## config.mk

```make
export PLATFORM = sky130hd
export DESIGN_NAME = mwEeprom
export DESIGN_NICKNAME = d
export VERILOG_FILES = /design/src/rtl/mwPkg.sv /design/src/rtl/mwDatapath.sv /design/src/rtl/mwControl.sv /design/src/rtl/mwEeprom.sv
export SDC_FILE = /design/constraint.sdc
export NUM_CORES = 2
export LEC_CHECK = 0
export CORE_MARGIN = 1.5
export CORE_UTILIZATION = 45
export CTS_BUF_LIST = sky130_fd_sc_hd__clkbuf_8
export DETAILED_ROUTE_END_ITERATION = 10
export PLACE_DENSITY = 0.72
export SYNTH_ARGS = -nofsm -noshare
export SYNTH_HDL_FRONTEND = slang
export SYNTH_SLANG_ARGS = --single-unit
export TNS_END_PERCENT = 20
```

## constraint.sdc

```tcl
create_clock -name clk -period 5.4 [get_ports clk]
set_clock_uncertainty 0.2 [all_clocks]
set_input_delay 0.81 -clock clk [delete_from_list [all_inputs] [get_ports clk]]
set_output_delay 0.81 -clock clk [all_outputs]
set_load 0.02 [all_outputs]
```

## src/rtl/mwPkg.sv

```systemverilog
package mwPkg;

  typedef enum logic [2:0] {
    ST_WAIT,
    ST_HDR,
    ST_DEC,
    ST_WDATA,
    ST_XTRA,
    ST_EXEC,
    ST_READ,
    ST_DONE
  } mwState_t;

  typedef enum logic [2:0] {
    ACT_NONE,
    ACT_WRITE,
    ACT_WEN,
    ACT_WDIS,
    ACT_ERAL
  } mwAct_t;

  // strobes from control to datapath
  typedef struct packed {
    logic shiftIn;
    logic latchAddr;
    logic loadOut;
    logic advance;
    logic shiftOut;
    logic writeWord;
    logic eraseAll;
  } mwStrobe_t;

endpackage

```

## src/rtl/mwDatapath.sv

```systemverilog
module mwDatapath
  import mwPkg::*;
#(
  parameter int BYTES = 128
) (
  input  logic       clk,
  input  logic       rstN,
  input  logic       wordMode,
  input  logic       serIn,
  input  mwStrobe_t  strb,
  output logic [4:0] hdrField,
  output logic       dataOut
);

  localparam int AW = $clog2(BYTES);
  localparam logic [AW-1:0] ONE = AW'(1);
  localparam logic [AW-2:0] WONE = (AW-1)'(1);

  logic [7:0]    mem [BYTES];
  logic [15:0]   inSr;
  logic [15:0]   outSr;
  logic [AW-1:0] addrReg;
  logic [AW-1:0] hdrAddr;
  logic [AW-1:0] addrInc;
  logic [AW-1:0] addrNext;
  logic [AW-2:0] wordIdx;
  logic [AW-2:0] wordIdxNext;
  logic [15:0]   rdWord;

  always_comb begin
    wordIdx     = addrReg[AW-2:0];
    wordIdxNext = wordIdx + WONE;
    hdrAddr     = wordMode ? {1'b0, inSr[AW-2:0]} : inSr[AW-1:0];
    addrInc     = wordMode ? {1'b0, wordIdxNext} : addrReg + ONE;
    if (strb.latchAddr)    addrNext = hdrAddr;
    else if (strb.advance) addrNext = addrInc;
    else                   addrNext = addrReg;
    if (wordMode)
      rdWord = {mem[{addrNext[AW-2:0], 1'b0}], mem[{addrNext[AW-2:0], 1'b1}]};
    else
      rdWord = {mem[addrNext], 8'h00};
  end

  always_ff @(posedge clk) begin
    if (!rstN) begin
      inSr    <= '0;
      outSr   <= '0;
      addrReg <= '0;
    end else begin
      if (strb.shiftIn) inSr <= {inSr[14:0], serIn};
      addrReg <= addrNext;
      if (strb.loadOut)       outSr <= rdWord;
      else if (strb.shiftOut) outSr <= {outSr[14:0], 1'b0};
    end
  end

  // array has no reset: contents persist across reset
  always_ff @(posedge clk) begin
    if (strb.eraseAll) begin
      for (int i = 0; i < BYTES; i++) mem[i] <= 8'hFF;
    end else if (strb.writeWord) begin
      if (wordMode) begin
        mem[{wordIdx, 1'b0}] <= inSr[15:8];
        mem[{wordIdx, 1'b1}] <= inSr[7:0];
      end else begin
        mem[addrReg] <= inSr[7:0];
      end
    end
  end

  assign hdrField = inSr[8:4];
  assign dataOut  = outSr[15];

  AST_ERASE_FILL: assert property (@(posedge clk) disable iff (!rstN)
    strb.eraseAll |=> (mem[0] == 8'hFF && mem[BYTES-1] == 8'hFF));

endmodule

```

## src/rtl/mwControl.sv

```systemverilog
module mwControl
  import mwPkg::*;
#(
  parameter int PROG_CYCLES = 400
) (
  input  logic       clk,
  input  logic       rstN,
  input  logic       chipSel,
  input  logic       serClk,
  input  logic       serIn,
  input  logic       wordMode,
  input  logic       extInstr,
  input  logic [4:0] hdrField,
  input  logic       dataOut,
  output mwStrobe_t  strb,
  output logic       serOut
);

  localparam int BW = $clog2(PROG_CYCLES + 1);
  localparam logic [BW-1:0] BUSY_LOAD = BW'(PROG_CYCLES);
  localparam logic [BW-1:0] BONE = BW'(1);

  mwState_t      state;
  mwAct_t        act;
  logic          skPrev;
  logic          skRise;
  logic [4:0]    bitCnt;
  logic          dummy;
  logic          wen;
  logic          statusPend;
  logic [BW-1:0] busyCnt;
  logic          busy;
  logic [4:0]    hdrLast;
  logic [4:0]    dataLast;
  logic [1:0]    opcode;
  logic [1:0]    subCode;
  logic          wordEnd;

  always_comb begin
    skRise   = serClk && !skPrev && chipSel;
    busy     = (busyCnt != '0);
    hdrLast  = wordMode ? 5'd7 : 5'd8;
    dataLast = wordMode ? 5'd15 : 5'd7;
    opcode   = wordMode ? hdrField[3:2] : hdrField[4:3];
    subCode  = wordMode ? hdrField[1:0] : hdrField[2:1];
    wordEnd  = (state == ST_READ) && skRise && !dummy && (bitCnt == dataLast);

    strb           = '0;
    strb.shiftIn   = skRise && (state == ST_HDR || state == ST_WDATA || state == ST_XTRA);
    strb.latchAddr = chipSel && (state == ST_DEC);
    strb.advance   = wordEnd && !extInstr;
    strb.loadOut   = (chipSel && state == ST_DEC && opcode == 2'b10) || strb.advance;
    strb.shiftOut  = (state == ST_READ) && skRise && !dummy && (bitCnt != dataLast);
    strb.writeWord = chipSel && (state == ST_EXEC) && (act == ACT_WRITE) && wen;
    strb.eraseAll  = chipSel && (state == ST_EXEC) && (act == ACT_ERAL) && wen;

    if (!chipSel)               serOut = 1'b0;
    else if (state == ST_READ)  serOut = !dummy && dataOut;
    else                        serOut = (state == ST_WAIT) && !busy && statusPend;
  end

  always_ff @(posedge clk) begin
    if (!rstN) begin
      skPrev     <= 1'b0;
      state      <= ST_WAIT;
      act        <= ACT_NONE;
      bitCnt     <= '0;
      dummy      <= 1'b0;
      wen        <= 1'b0;
      statusPend <= 1'b0;
      busyCnt    <= '0;
    end else begin
      skPrev <= serClk;
      if (busy) busyCnt <= busyCnt - BONE;
      if (!chipSel) begin
        state <= ST_WAIT;
      end else begin
        case (state)
          ST_WAIT: if (skRise && !busy && serIn) begin
            state      <= ST_HDR;
            bitCnt     <= '0;
            statusPend <= 1'b0;
          end
          ST_HDR: if (skRise) begin
            if (bitCnt == hdrLast) state <= ST_DEC;
            else bitCnt <= bitCnt + 5'd1;
          end
          ST_DEC: begin
            bitCnt <= '0;
            case (opcode)
              2'b10: begin state <= ST_READ; dummy <= 1'b1; end
              2'b01: begin state <= ST_WDATA; act <= ACT_WRITE; end
              2'b00: begin
                state <= extInstr ? ST_XTRA : ST_EXEC;
                case (subCode)
                  2'b11:   act <= ACT_WEN;
                  2'b00:   act <= ACT_WDIS;
                  2'b10:   act <= ACT_ERAL;
                  default: act <= ACT_NONE;
                endcase
              end
              default: state <= ST_DONE;
            endcase
          end
          ST_WDATA: if (skRise) begin
            if (bitCnt == dataLast) state <= ST_EXEC;
            else bitCnt <= bitCnt + 5'd1;
          end
          ST_XTRA: if (skRise) begin
            if (bitCnt == 5'd1) state <= ST_EXEC;
            else bitCnt <= bitCnt + 5'd1;
          end
          ST_EXEC: begin
            state <= ST_DONE;
            case (act)
              ACT_WEN:  wen <= 1'b1;
              ACT_WDIS: wen <= 1'b0;
              ACT_WRITE, ACT_ERAL: if (wen) begin
                busyCnt    <= BUSY_LOAD;
                statusPend <= 1'b1;
              end
              default: ;
            endcase
          end
          ST_READ: if (skRise) begin
            if (dummy) dummy <= 1'b0;
            else if (bitCnt == dataLast) begin
              bitCnt <= '0;
              if (extInstr) state <= ST_DONE;
            end else bitCnt <= bitCnt + 5'd1;
          end
          default: ;
        endcase
      end
    end
  end

  AST_CS_ABORT: assert property (@(posedge clk) disable iff (!rstN)
    !chipSel |=> state == ST_WAIT);
  AST_BUSY_START: assert property (@(posedge clk) disable iff (!rstN)
    (strb.writeWord || strb.eraseAll) |=> busy);
  AST_BUSY_QUIET: assert property (@(posedge clk) disable iff (!rstN)
    busy |-> !serOut);
  AST_BUSY_NOSTART: assert property (@(posedge clk) disable iff (!rstN)
    (busy && state == ST_WAIT) |=> state == ST_WAIT);
  AST_ONE_ACTION: assert property (@(posedge clk) disable iff (!rstN)
    $onehot0({strb.writeWord, strb.eraseAll, strb.shiftOut, strb.shiftIn}));

endmodule

```

## src/rtl/mwEeprom.sv

```systemverilog
module mwEeprom
  import mwPkg::*;
#(
  parameter int BYTES       = 128,
  parameter int PROG_CYCLES = 400
) (
  input  logic clk,
  input  logic rstN,
  input  logic chipSel,
  input  logic serClk,
  input  logic serIn,
  input  logic wordMode,
  input  logic extInstr,
  output logic serOut
);

  mwStrobe_t  strb;
  logic [4:0] hdrField;
  logic       dataOut;

  mwControl #(.PROG_CYCLES(PROG_CYCLES)) u_ctl (
    .clk      (clk),
    .rstN     (rstN),
    .chipSel  (chipSel),
    .serClk   (serClk),
    .serIn    (serIn),
    .wordMode (wordMode),
    .extInstr (extInstr),
    .hdrField (hdrField),
    .dataOut  (dataOut),
    .strb     (strb),
    .serOut   (serOut)
  );

  mwDatapath #(.BYTES(BYTES)) u_dp (
    .clk      (clk),
    .rstN     (rstN),
    .wordMode (wordMode),
    .serIn    (serIn),
    .strb     (strb),
    .hdrField (hdrField),
    .dataOut  (dataOut)
  );

endmodule

```

==> results.txt <==
CTS H-tree lvls: 4
Critical R2R Capture: u_dp.outSr[14]$_SDFFE_PN0P_
WL per Instance: 33.9 um
Synth Flop Type: edfxtp_1
IO Count: 8
root buffer cell: clkbuf_8
VDD IR-drop max: 0.245 mV
post-synthesis cell type count: 82
P&R area growth vs syn: 13.5%
initial antenna violation count: 26
Synth Register Bits: 1087
flip-flop and latch area: 32100 um2
Hold Startpoint: serClk
final setup fails: 1
max cap viols: 0
multi-input logic area: 28100 um2
most common cell after layout, fill and taps aside: edfxtp_1
Lkg Pwr: 0.0260 uW
Worst slew margin: 0.0661
Hold Path Stages: 2
Routability Congestion: 1.12
DR pass1 iterations: 7
FF-to-FF Start: u_ctl.bitCnt[0]$_SDFFE_PN0P_
DR vias: 60300
ratio of cells with drive above 1 in the final layout: 0.159
unrepaired setup endpoints after global routing: false
syn_area_per_cell: 9.72 um2
clock tree buffer depth: 3
Post-Syn Area: 62800 um2
CP endpoint kind: flop
fin util: 0.517
async set-reset flop share out of synthesis: 0
GRT Resource Usage Total: 0.400
TritonCTS Buffers: 186
startpoint types: flop
CTS tree: yes
number of flops mapped to enable cells by yosys: 1024
Fin. Hold Viols: 0
critical path type: flop to flop
Synth Warn #: 0
post-route ant nets: 0
Worst Hold Path EP: u_ctl.skPrev$_SDFF_PN0_
crit-path max cell delay: 0.95 ns
WP data arrival: 6.17 ns
Slew Limit Fails: 0
FP Rows: 136
path category of the worst min-delay check: input pin to flop
drt total wl: 291000 um
routed vias/inst: 7.01
clock period minus final worst setup slack: 5.43 ns
first-pass GRT wire length: 410000 um
Inst Count DP: 8249
hpwl dp: 201000 um
Final #Nets: 6588
PwrDens: 242 nW/um2
crit path buf inv count: 4
Critical Path, Cell by Cell: ha_1, nand3b_1, nor4_4, buf_12, mux2i_4, buf_12, buf_4, nor2_1, nor3_1, o21ai_0, buf_4, nand4_1, nand4_1, o211a_1, a21oi_1
Core Area: 138000 um2
Place WS: -0.373 ns
worst-path fanout max: 20
Final period util: 1.01
DRT iter0 DRCs: 11700
Syn Nets: 6479
slowest CP cell: nor3_1
die area: 142000 um2
status: finished with violations
Initial Util: 0.455
Die Ht: 377 um
Die Width: 377 um
R2R cell count: 15
failing checks: setup timing
CTS clk-pin slew, worst paths: 0.06 ns
count of input and output buffers: 7
Top delay family on crit path: simple AND/OR/NAND/NOR gates
flop-to-flop setup slack: -0.03 ns
latest clock arrival within the worst-skew pair: 1.05 ns
Mapped Cells: 6466
fmax: 0.184 GHz
postcts setup bufs: 0
global route overflow: 0
Worst Path Required: 6.14 ns
most frequent cells in the layout: edfxtp_1 (1024), nor2_1 (737), nand2_1 (706)
largest net degree at the start of global routing: 132
final cell count without fillers: 8607
CTS Sinks: 1087
fill count: 12500
fin worst setup slack: -0.0301 ns
Post-route DRC: 0
vias in the first global route: 55100
post-synthesis sequential area ratio: 0.509
worst-margin pin slew: 1.38 ns
-- layer usage --
metal  share of wire  vias up  GRT usage
li1                -    24600          -
met1            0.36    29000      0.517
met2            0.41     5462      0.563
met3            0.15     1287      0.145
met4           0.080       22      0.261
met5         0.00062        -          0
-- cell type report --
cell class	instances	share of cell area
inverters	9	0.000473
diodes	14	0.000491
repair buffers	551	0.0706
clock inverters	149	0.0146
clock buffers	194	0.0374
flip-flops and latches	1087	0.449
well taps	1863	0.0327
multi-input cells	4740	0.394
-- how the worst max path moves through the flow --
| stage | from | endpoint | slack (ns) | cells past startpoint |
|---|---|---|---|---|
| global route | u_ctl.state[0]$_SDFFE_PN0P_ | u_dp.outSr[14]$_SDFFE_PN0P_ | 0.1 | 14 |
| floorplan | wordMode | u_dp.outSr[11]$_SDFFE_PN0P_ | 1.47 | 13 |
| detailed placement | chipSel | u_dp.outSr[0]$_SDFFE_PN0P_ | -0.37 | 15 |
| finish | u_ctl.bitCnt[0]$_SDFFE_PN0P_ | u_dp.outSr[14]$_SDFFE_PN0P_ | -0.03 | 15 |
| CTS | u_ctl.bitCnt[0]$_SDFFE_PN0P_ | u_dp.outSr[0]$_SDFFE_PN0P_ | 0.19 | 15 |
| global placement | chipSel | u_dp.outSr[0]$_SDFFE_PN0P_ | -0.41 | 15 |
-- power breakdown --
group | switching, uW | internal, uW | leakage (uW)
Sequential | 24.9 | 9090 | 0.0127
Combinational | 210 | 129 | 0.0113
Clock | 3900 | 3880 | 0.00207
-- Yosys cell counts (164+ instances only) --
library cell	count	area share
nand2_1	709	0.042
o21ai_0	244	0.019
nand3_1	333	0.027
o211ai_1	256	0.031
o22a_1	507	0.071
or2_2	204	0.020
a21oi_1	174	0.014
nand2b_1	361	0.036
edfxtp_1	1024	0.49
or3_1	164	0.016
buf_2	210	0.017
nor2_1	740	0.044
nor3_1	256	0.020
clkbuf_1	346	0.021
-- metrics by stage --
stage | TNS [ns] | instance area (um2) | total power [uW] | hold slack (ns)
2_1_floorplan | 0 | 62800 | 9510 | 0.244
3_3_place_gp | -0.794 | 67600 | 9610 | 0.261
3_5_place_dp | -0.746 | 67600 | 9620 | 0.272
4_1_cts | 0 | 71300 | 17200 | 0.203
5_1_grt | 0 | 71300 | 17600 | 0.266
6_report | -0.0301 | 71400 | 17200 | 0.209
-- worst reg2reg max path: stages, from the launching register on --
cell,delay (ns)
dfxtp_1,0.45
ha_1,0.28
nand3b_1,0.24
nor4_4,0.41
buf_12,0.19
mux2i_4,0.46
buf_12,0.24
buf_4,0.29
nor2_1,0.07
nor3_1,0.95
o21ai_0,0.46
buf_4,0.26
nand4_1,0.22
nand4_1,0.28
o211a_1,0.22
a21oi_1,0.14
-- kinds of logic (layout without fill, tap and decap cells) --
| group | after synthesis | after routing | share of synthesized area |
|---|---|---|---|
| other cells | 0 | 14 | 0 |
| xor+xnor | 8 | 8 | 0.00111 |
| flops | 1087 | 1087 | 0.509 |
| buf+inv | 639 | 903 | 0.0452 |
| fa+ha+maj | 6 | 6 | 0.00119 |
| mux | 120 | 120 | 0.0207 |
| simple gates | 2940 | 2940 | 0.225 |
| compound gates | 1666 | 1666 | 0.197 |
-- registers in the layout, indices dropped and copies added, names as in the netlist --
register / flops
u_ctl.busyCnt: 9
u_dp.addrReg: 7
u_dp.inSr: 16
u_ctl.skPrev: 1
u_ctl.bitCnt: 5
u_ctl.wen: 1
u_ctl.state: 3
u_ctl.act: 3
u_dp.mem: 1024
u_dp.outSr: 16
u_ctl.dummy: 1
u_ctl.statusPend: 1
-- what timing repair did --
action	CTS	global route
endpoints found under the setup margin	0	2
gates resized for setup	0	2
hold buffers	1	0
endpoints found under the hold margin	1	0
Power figures use the tool's default switching activity.
